--- config.mk ---
export PLATFORM = sky130hd
export DESIGN_NAME = burst_addr_gen
export DESIGN_NICKNAME = d
export VERILOG_FILES = /design/src/rtl/burst_pkg.sv /design/src/rtl/burst_seed_reg.sv /design/src/rtl/burst_beat_cnt.sv /design/src/rtl/burst_order_map.sv /design/src/rtl/burst_addr_gen.sv
export SDC_FILE = /design/constraint.sdc
export NUM_CORES = 1
export LEC_CHECK = 0
export BUFFER_PORTS_ARGS = -buffer_cell sky130_fd_sc_hd__buf_2
export CORE_AREA = 2 2 39 41
export CTS_CLUSTER_DIAMETER = 30
export DETAILED_ROUTE_END_ITERATION = 6
export DIE_AREA = 0 0 41 43
export SLEW_MARGIN = 25
export SYNTH_ARGS = -nofsm -noshare
export SYNTH_HDL_FRONTEND = slang
export SYNTH_HIERARCHICAL = 1
export SYNTH_SLANG_ARGS = --single-unit
--- constraint.sdc ---
create_clock -name clk -period 2.6 [get_ports clk]
set_clock_uncertainty 0.1 [all_clocks]
set_input_delay 0.39 -clock clk [delete_from_list [all_inputs] [get_ports clk]]
set_output_delay 0.39 -clock clk [all_outputs]
set_load 0.005 [all_outputs]
--- src/rtl/burst_pkg.sv ---
package burst_pkg;

    localparam int BURST_W = 2;

    typedef enum logic {
        ORD_LINEAR     = 1'b0,
        ORD_INTERLEAVE = 1'b1
    } order_e;

    typedef struct packed {
        logic seed_we;
        logic clear;
        logic step;
    } burst_ctl_t;

    function automatic burst_ctl_t decode_ctl(input logic load, input logic adv_n);
        burst_ctl_t c;
        c.seed_we = load;
        c.clear   = load;
        c.step    = !load && !adv_n;
        return c;
    endfunction

endpackage

--- src/rtl/burst_seed_reg.sv ---
module burst_seed_reg #(
    parameter int W = 2
) (
    input  logic         clk,
    input  logic         rst,
    input  logic         we,
    input  logic [W-1:0] d,
    output logic [W-1:0] q
);
    always_ff @(posedge clk) begin
        if (rst)     q <= '0;
        else if (we) q <= d;
    end
endmodule

--- src/rtl/burst_beat_cnt.sv ---
module burst_beat_cnt #(
    parameter int W = 2
) (
    input  logic         clk,
    input  logic         rst,
    input  logic         clear,
    input  logic         step,
    output logic [W-1:0] beat
);
    localparam logic [W-1:0] ONE = W'(1);

    always_ff @(posedge clk) begin
        if (rst || clear) beat <= '0;
        else if (step)    beat <= beat + ONE;
    end
endmodule

--- src/rtl/burst_order_map.sv ---
module burst_order_map
    import burst_pkg::*;
#(
    parameter int W = 2
) (
    input  order_e       order,
    input  logic [W-1:0] seed,
    input  logic [W-1:0] beat,
    output logic [W-1:0] addr
);
    logic [W-1:0] lin_addr;
    logic [W-1:0] ilv_addr;

    assign lin_addr = seed + beat;

    for (genvar b = 0; b < W; b++) begin : g_ilv
        assign ilv_addr[b] = seed[b] ^ beat[b];
    end

    always_comb begin
        unique case (order)
            ORD_INTERLEAVE: addr = ilv_addr;
            default:        addr = lin_addr;
        endcase
    end
endmodule

--- src/rtl/burst_addr_gen.sv ---
module burst_addr_gen
    import burst_pkg::*;
#(
    parameter int BURST_W = burst_pkg::BURST_W
) (
    input  logic               clk,
    input  logic               rst,
    input  logic               load_i,
    input  logic [BURST_W-1:0] start_addr_i,
    input  logic               adv_n_i,
    input  logic               mode_i,
    output logic [BURST_W-1:0] addr_o,
    output logic [BURST_W-1:0] beat_o
);
    burst_ctl_t         ctl;
    order_e             order;
    logic [BURST_W-1:0] seed_q;

    assign ctl   = decode_ctl(load_i, adv_n_i);
    assign order = order_e'(mode_i);

    burst_seed_reg #(.W(BURST_W)) u_seed (
        .clk (clk),
        .rst (rst),
        .we  (ctl.seed_we),
        .d   (start_addr_i),
        .q   (seed_q)
    );

    burst_beat_cnt #(.W(BURST_W)) u_beat (
        .clk   (clk),
        .rst   (rst),
        .clear (ctl.clear),
        .step  (ctl.step),
        .beat  (beat_o)
    );

    burst_order_map #(.W(BURST_W)) u_map (
        .order (order),
        .seed  (seed_q),
        .beat  (beat_o),
        .addr  (addr_o)
    );
endmodule

==> summary.md, run 1 <==
| Metric | Value |
|---|---|
| ANT nets after route | `0` |
| Setup crit end kind | `primary output` |
| Required @ worst endpoint | `2.11 ns` |
| Rows | `14` |
| CTS tree | `built` |
| Max Clk Rate | `595 MHz` |
| Hold_buf cts | `0` |
| Reg2Reg Depth | `2` |
| Die Width | `41 um` |
| Maximum vdd drop | `108 uV` |
| Seq/Total Area, Yosys | `0.418` |
| Total wire length | `365 um` |
| Initial Utilization | `0.138` |
| Slew @ Worst Pin | `0.234 ns` |
| CP top delay family | `flip-flops` |
| Largest net degree at the start of global routing | `6` |
| #FFs+latches synth | `4` |
| Fin cells | `47` |
| Crit path from | `u_beat/beat[0]` |
| Num ports | `11` |
| Worst path arrival time | `1.19 ns` |
| Reg2reg end | `u_beat/beat[1]` |
| Maximum capacitance violations | `0` |
| Via density | `3.45` |
| Number of port buffers | `10` |
| HP Class | `primary input to register` |
| Vias in the first global route | `153` |
| Run status | `completed` |
| TritonCTS Sinks | `4` |
| Die area | `1760 um^2` |
| CP Buf/Inv Count | `1` |
| First-pass GRT wire length | `545 um` |
| Crit path cell chain | `ha_1, nor2b_1, xnor2_1, buf_2` |
| Setup TNS | `0 ns` |
| Chip height | `43 um` |
| Min Hold Slack | `0.268 ns` |
| Hold Crit Endpoint | `u_beat/beat[1]` |
| Final nets | `41` |
| Remaining Overflow, GRT | `0` |
| Syn nets | `26` |
| Core ar. | `1380 um^2` |
| Power density over the cells | `564 nW/um^2` |
| Pins over their slew limit | `0` |
| Final Wtd Congestion | `0.573` |
| RSZ-0062 raised after global routing | `false` |
| Initial DRC Count | `3` |
| ANT cells | `0` |
| HP Start | `rst` |
| Avg Inst Size Synth | `10.6 um^2` |
| Final Cycle Share | `0.646` |
| Max Buffers Root-to-Sink | `2` |
| Via count | `162` |
| Slowest stage delay, CP | `0.40 ns` |
| Wire length per cell | `7.77 um` |
| Most common cell after layout, fill and taps aside | `buf_2` |
| Yosys warns | `6` |
| Leak | `0.131 nW` |
| FF-to-FF setup slack | `1.66 ns` |
| CTS Buf Count | `3` |
| All-Layer GR Usage | `0.0563` |
| Share of layout cells above drive strength 1 | `0.452` |
| Synth-to-layout area growth | `48.4%` |
| Final setup fails | `0` |
| Placed insts | `44` |
| CP max FO | `5` |
| Hold path depth | `2` |
| Slowest CP cell | `dfxtp_1` |
| Initial antenna violation count | `0` |
| Root Buffer Master | `clkbuf_4` |
| Initial DRT Pass Iterations | `2` |
| CTS resizes | `0` |
| Residual DRC | `0` |
| Cell variety after synth | `10` |
| Post-CTS Repair Setup Buffers | `0` |
| Most frequent cells in the layout | `buf_2 (10), dfxtp_1 (4), nor2_1 (3), clkbuf_4 (3), xnor2_1 (3)` |
| Cell Area, Synth | `191 um^2` |
| H-tree depth | `1` |
| Max_slew headroom | `0.843` |
| Clk Latency, worst-skew pair | `0.23 ns` |
| Crit path kind | `register to primary output` |
| CP startpoint kind | `register` |
| Final Hold Viols | `0` |
| Clk pin slew, worst setup/hold paths | `0.04 ns` |
| Synthesized instance count | `18` |
| Period minus WS final | `1.68 ns` |
| R2R Path Start | `u_beat/beat[1]` |
## synthesized netlist by cell type
| cell | count | area, um^2 |
|---|---|---|
| a211oi_2 | 1 | 12.5 |
| a21bo_1 | 1 | 10.0 |
| dfxtp_1 | 4 | 80.1 |
| ha_1 | 1 | 12.5 |
| mux2i_1 | 2 | 20.0 |
| nand3b_1 | 1 | 7.51 |
| nor2_1 | 3 | 11.3 |
| nor2b_1 | 1 | 6.26 |
| nor3_1 | 1 | 5.00 |
| xnor2_1 | 3 | 26.3 |
## state kept, by name, summed over array words and instances, names as in the netlist
| register | cells |
|---|---|
| u_beat/beat | 2 |
| u_seed/q | 2 |
## power by group
group	switching, mW	internal [mW]
clock network	0.0246	0.0516
registers	0.00193	0.0643
logic	0.00787	0.0100
## per-layer routing
layer	global-route usage	vias to the layer above	wire [um]
met5	0	-	0
met4	0.0600	0	0
met3	0.0628	0	54
met2	0.0750	7	165
met1	0.0355	66	145
li1	-	89	-
## metrics by stage
stage	cell area [um^2]	power, mW	util	worst slack (ns)
global placement	262	0.0852	0.189	1.16
CTS	284	0.165	0.205	0.899
global route	284	0.170	0.205	0.793
floorplan	191	0.0753	-	1.29
finish	284	0.160	0.205	0.919
detailed placement	262	0.0852	0.189	1.16
## worst reg2reg max path, delay by kind of cell, from the launching register on
family             cells  cell delay, ns
AOI/OAI and AO/OA      2            0.40
DFF                    1            0.36
## worst max path at each step
stage	endpoint	slack [ns]	cells after the start
5_1_grt	addr_o[1]	0.79	4
3_5_place_dp	addr_o[1]	1.16	4
4_1_cts	addr_o[1]	0.90	4
2_1_floorplan	addr_o[1]	1.29	3
3_3_place_gp	addr_o[1]	1.16	4
6_report	addr_o[1]	0.92	4
## layout make-up
class,count,area (um^2)
multi-input combinational,14,111
tap,16,20.0
clock buffer,3,22.5
timing repair buffer,10,50.0
fill,152,1100
sequential,4,80.1
## cell families (layout without fill, tap and decap cells)
logic type      count (synthesis)  after routing  synth area share
mux                             2              2             0.105
fa+ha+maj                       1              1            0.0653
simple gates                    6              6             0.157
flops                           4              4             0.418
buf+inv                         0             13                 0
xor+xnor                        3              3             0.137
compound gates                  2              2             0.118
Power figures use the tool's default switching activity.
==> run 2, diff against run 1 <==
Clock period 2.6 ns to 1.43 ns, I/O delays scaled along.
==> run 2 against run 1 <==
Compared with the run above: hold slack worse by 0.17 ns; combinational power is 110% higher; sequential power is 81% higher; via count is 6.2% higher; critical path type unchanged; largest power group unchanged; highest routed layer unchanged.
==> summary.md, run 2 (synthesis gave the netlist of run 1 again) <==
| Metric | Value |
|---|---|
| Run status | `completed (unchanged)` |
| GRT met2 Usage | `0.0969 (was 0.0750)` |
| Chip height | `43 um (unchanged)` |
| Slew @ Worst Pin | `0.217 ns (was 0.234 ns)` |
| Hold_buf cts | `0 (unchanged)` |
| All-Layer GR Usage | `0.0713 (was 0.0563)` |
| Setup WS pre-CTS | `0.149 ns (was 1.16 ns)` |
| GR Layer Usage met3 | `0.0628 (unchanged)` |
| Num ports | `11 (unchanged)` |
| Power density over the cells | `963 nW/um^2 (was 564 nW/um^2)` |
| Core ar. | `1380 um^2 (unchanged)` |
| TritonCTS Sinks | `4 (unchanged)` |
| Initial antenna violation count | `0 (unchanged)` |
| Sequential cell area | `82.6 um^2 (was 80.1 um^2)` |
| Most frequent cells in the layout | `buf_2 (10), nor2_1 (3), clkbuf_4 (3), xnor2_1 (3) (was buf_2 (10), dfxtp_1 (4), nor2_1 (3), clkbuf_4 (3), xnor2_1 (3))` |
| Met1 global-route usage | `0.0514 (was 0.0355)` |
| ANT cells | `0 (unchanged)` |
| ANT nets after route | `0 (unchanged)` |
| Vias in the first global route | `189 (was 153)` |
| Crit path kind | `register to primary output (unchanged)` |
| Period minus WS final | `1.40 ns` |
| Rows | `14 (unchanged)` |
| Final setup fails | `0 (unchanged)` |
| Fill cell count | `145 (was 152)` |
| Final Hold Viols | `0 (unchanged)` |
| Final Cycle Share | `0.976` |
| Maximum capacitance violations | `0 (unchanged)` |
| Required @ worst endpoint | `1.12 ns (was 2.11 ns)` |
| Die Width | `41 um (unchanged)` |
| Max Buffers Root-to-Sink | `2 (unchanged)` |
| Final Wtd Congestion | `0.530 (was 0.573)` |
| Most common cell after layout, fill and taps aside | `buf_2 (unchanged)` |
| RSZ-0062 raised after global routing | `true (was false)` |
| Clk Latency, worst-skew pair | `0.23 ns (about the same)` |
| Pins over their slew limit | `0 (unchanged)` |
| Via count | `172 (was 162)` |
| Maximum vdd drop | `216 uV (was 108 uV)` |
| Largest net degree at the start of global routing | `6 (unchanged)` |
| Max_slew headroom | `0.854 (was 0.843)` |
| Setup TNS | `0 ns (unchanged)` |
| Initial Utilization | `0.138 (unchanged)` |
| CP startpoint kind | `register (unchanged)` |
| Initial DRC Count | `1 (was 3)` |
| Reg2Reg Depth | `3 (was 2)` |
| Die area | `1760 um^2 (unchanged)` |
| Residual DRC | `0 (unchanged)` |
| Fin cells | `48 (was 47)` |
| Pwr Total | `293 uW (was 160 uW)` |
| Placed insts | `44 (unchanged)` |
| Regs by FF count | `u_beat/beat x2, u_seed/q x2 (unchanged)` |
| H-tree depth | `1 (unchanged)` |
| Via density | `3.58 (was 3.45)` |
| HP Class | `primary input to register (unchanged)` |
| Min Hold Slack | `0.0955 ns (was 0.268 ns)` |
| CP max FO | `2 (was 5)` |
| Initial DRT Pass Iterations | `2 (unchanged)` |
| Wire length per cell | `8.58 um (was 7.77 um)` |
| Remaining Overflow, GRT | `0 (unchanged)` |
| Total wire length | `412 um (was 365 um)` |
| CTS Buf Count | `3 (unchanged)` |
| Gr busiest metal | `met2 (unchanged)` |
| CTS tree | `built (unchanged)` |
| Max Clk Rate | `716 MHz` |
| Area of the multi-input gates | `121 um^2 (was 111 um^2)` |
| Hold path depth | `2 (unchanged)` |
| Number of port buffers | `10 (unchanged)` |
| First-pass GRT wire length | `731 um (was 545 um)` |
| Final setup margin | `0.0341 ns (was 0.919 ns)` |
| Clk pin slew, worst setup/hold paths | `0.04 ns (about the same)` |
| Root Buffer Master | `clkbuf_4 (unchanged)` |
| Final nets | `42 (was 41)` |
| Worst path arrival time | `1.08 ns (was 1.19 ns)` |
| Setup crit end kind | `primary output (unchanged)` |
| Synth-to-layout area growth | `58.8% (was 48.4%)` |
| Share of layout cells above drive strength 1 | `0.594 (was 0.452)` |
| Leak | `0.135 nW (was 0.131 nW)` |
==> run 2: metal layers <==
metal | vias up | part of all wire | wire length (um)
li1 | 91 | - | -
met1 | 74 | 0.38 | 157
met2 | 7 | 0.51 | 209
met3 | 0 | 0.11 | 45
met4 | 0 | 0 | 0
met5 | - | 0 | 0
==> run 2: area by class of cell <==
| cell class | count | share of cell area |
|---|---|---|
| sequential | 4 | 0.272 |
| clock buffer | 3 | 0.0741 |
| timing repair buffer | 11 | 0.189 |
| multi-input combinational | 14 | 0.399 |
| tap | 16 | 0.0658 |
==> run 2: path summary, 6_finish.rpt <==
check                        end            from  slack [ns]
setup / recovery       addr_o[1]  u_beat/beat[0]        0.03
hold / removal    u_beat/beat[1]             rst         0.1
setup reg to reg  u_beat/beat[1]  u_beat/beat[0]        0.45
hold reg to reg      u_seed/q[0]     u_seed/q[0]        0.39
==> run 2: timing repair <==
action / in CTS / in global routing
endpoints found under the setup margin: 1 / 1
cloned: 0 / 0
resized for setup: 4 / 1
setup buffers: 1 / 0
endpoints found under the hold margin: 0 / 0
pin swaps: 0 / 1
==> run 2: power breakdown <==
| group | switching [mW] | internal, mW | total [mW] | leakage, nW |
|---|---|---|---|---|
| clock network | 0.0415 | 0.0935 | 0.135 | 0.0138 |
| logic | 0.0170 | 0.0204 | 0.0373 | 0.0879 |
| registers | 0.00295 | 0.117 | 0.120 | 0.0335 |
==> run 2: metrics by stage <==
stage,cell area (um^2),util
2_1_floorplan,191,-
3_3_place_gp,262,0.189
3_5_place_dp,262,0.189
4_1_cts,299,0.216
5_1_grt,304,0.220
6_report,304,0.220
==> run 2: worst max-delay path, stage by stage, from the launching register on <==
cell     delay [ns]
dfxtp_2        0.31
ha_2           0.17
nor2b_4        0.12
xnor2_1        0.12
buf_2          0.12
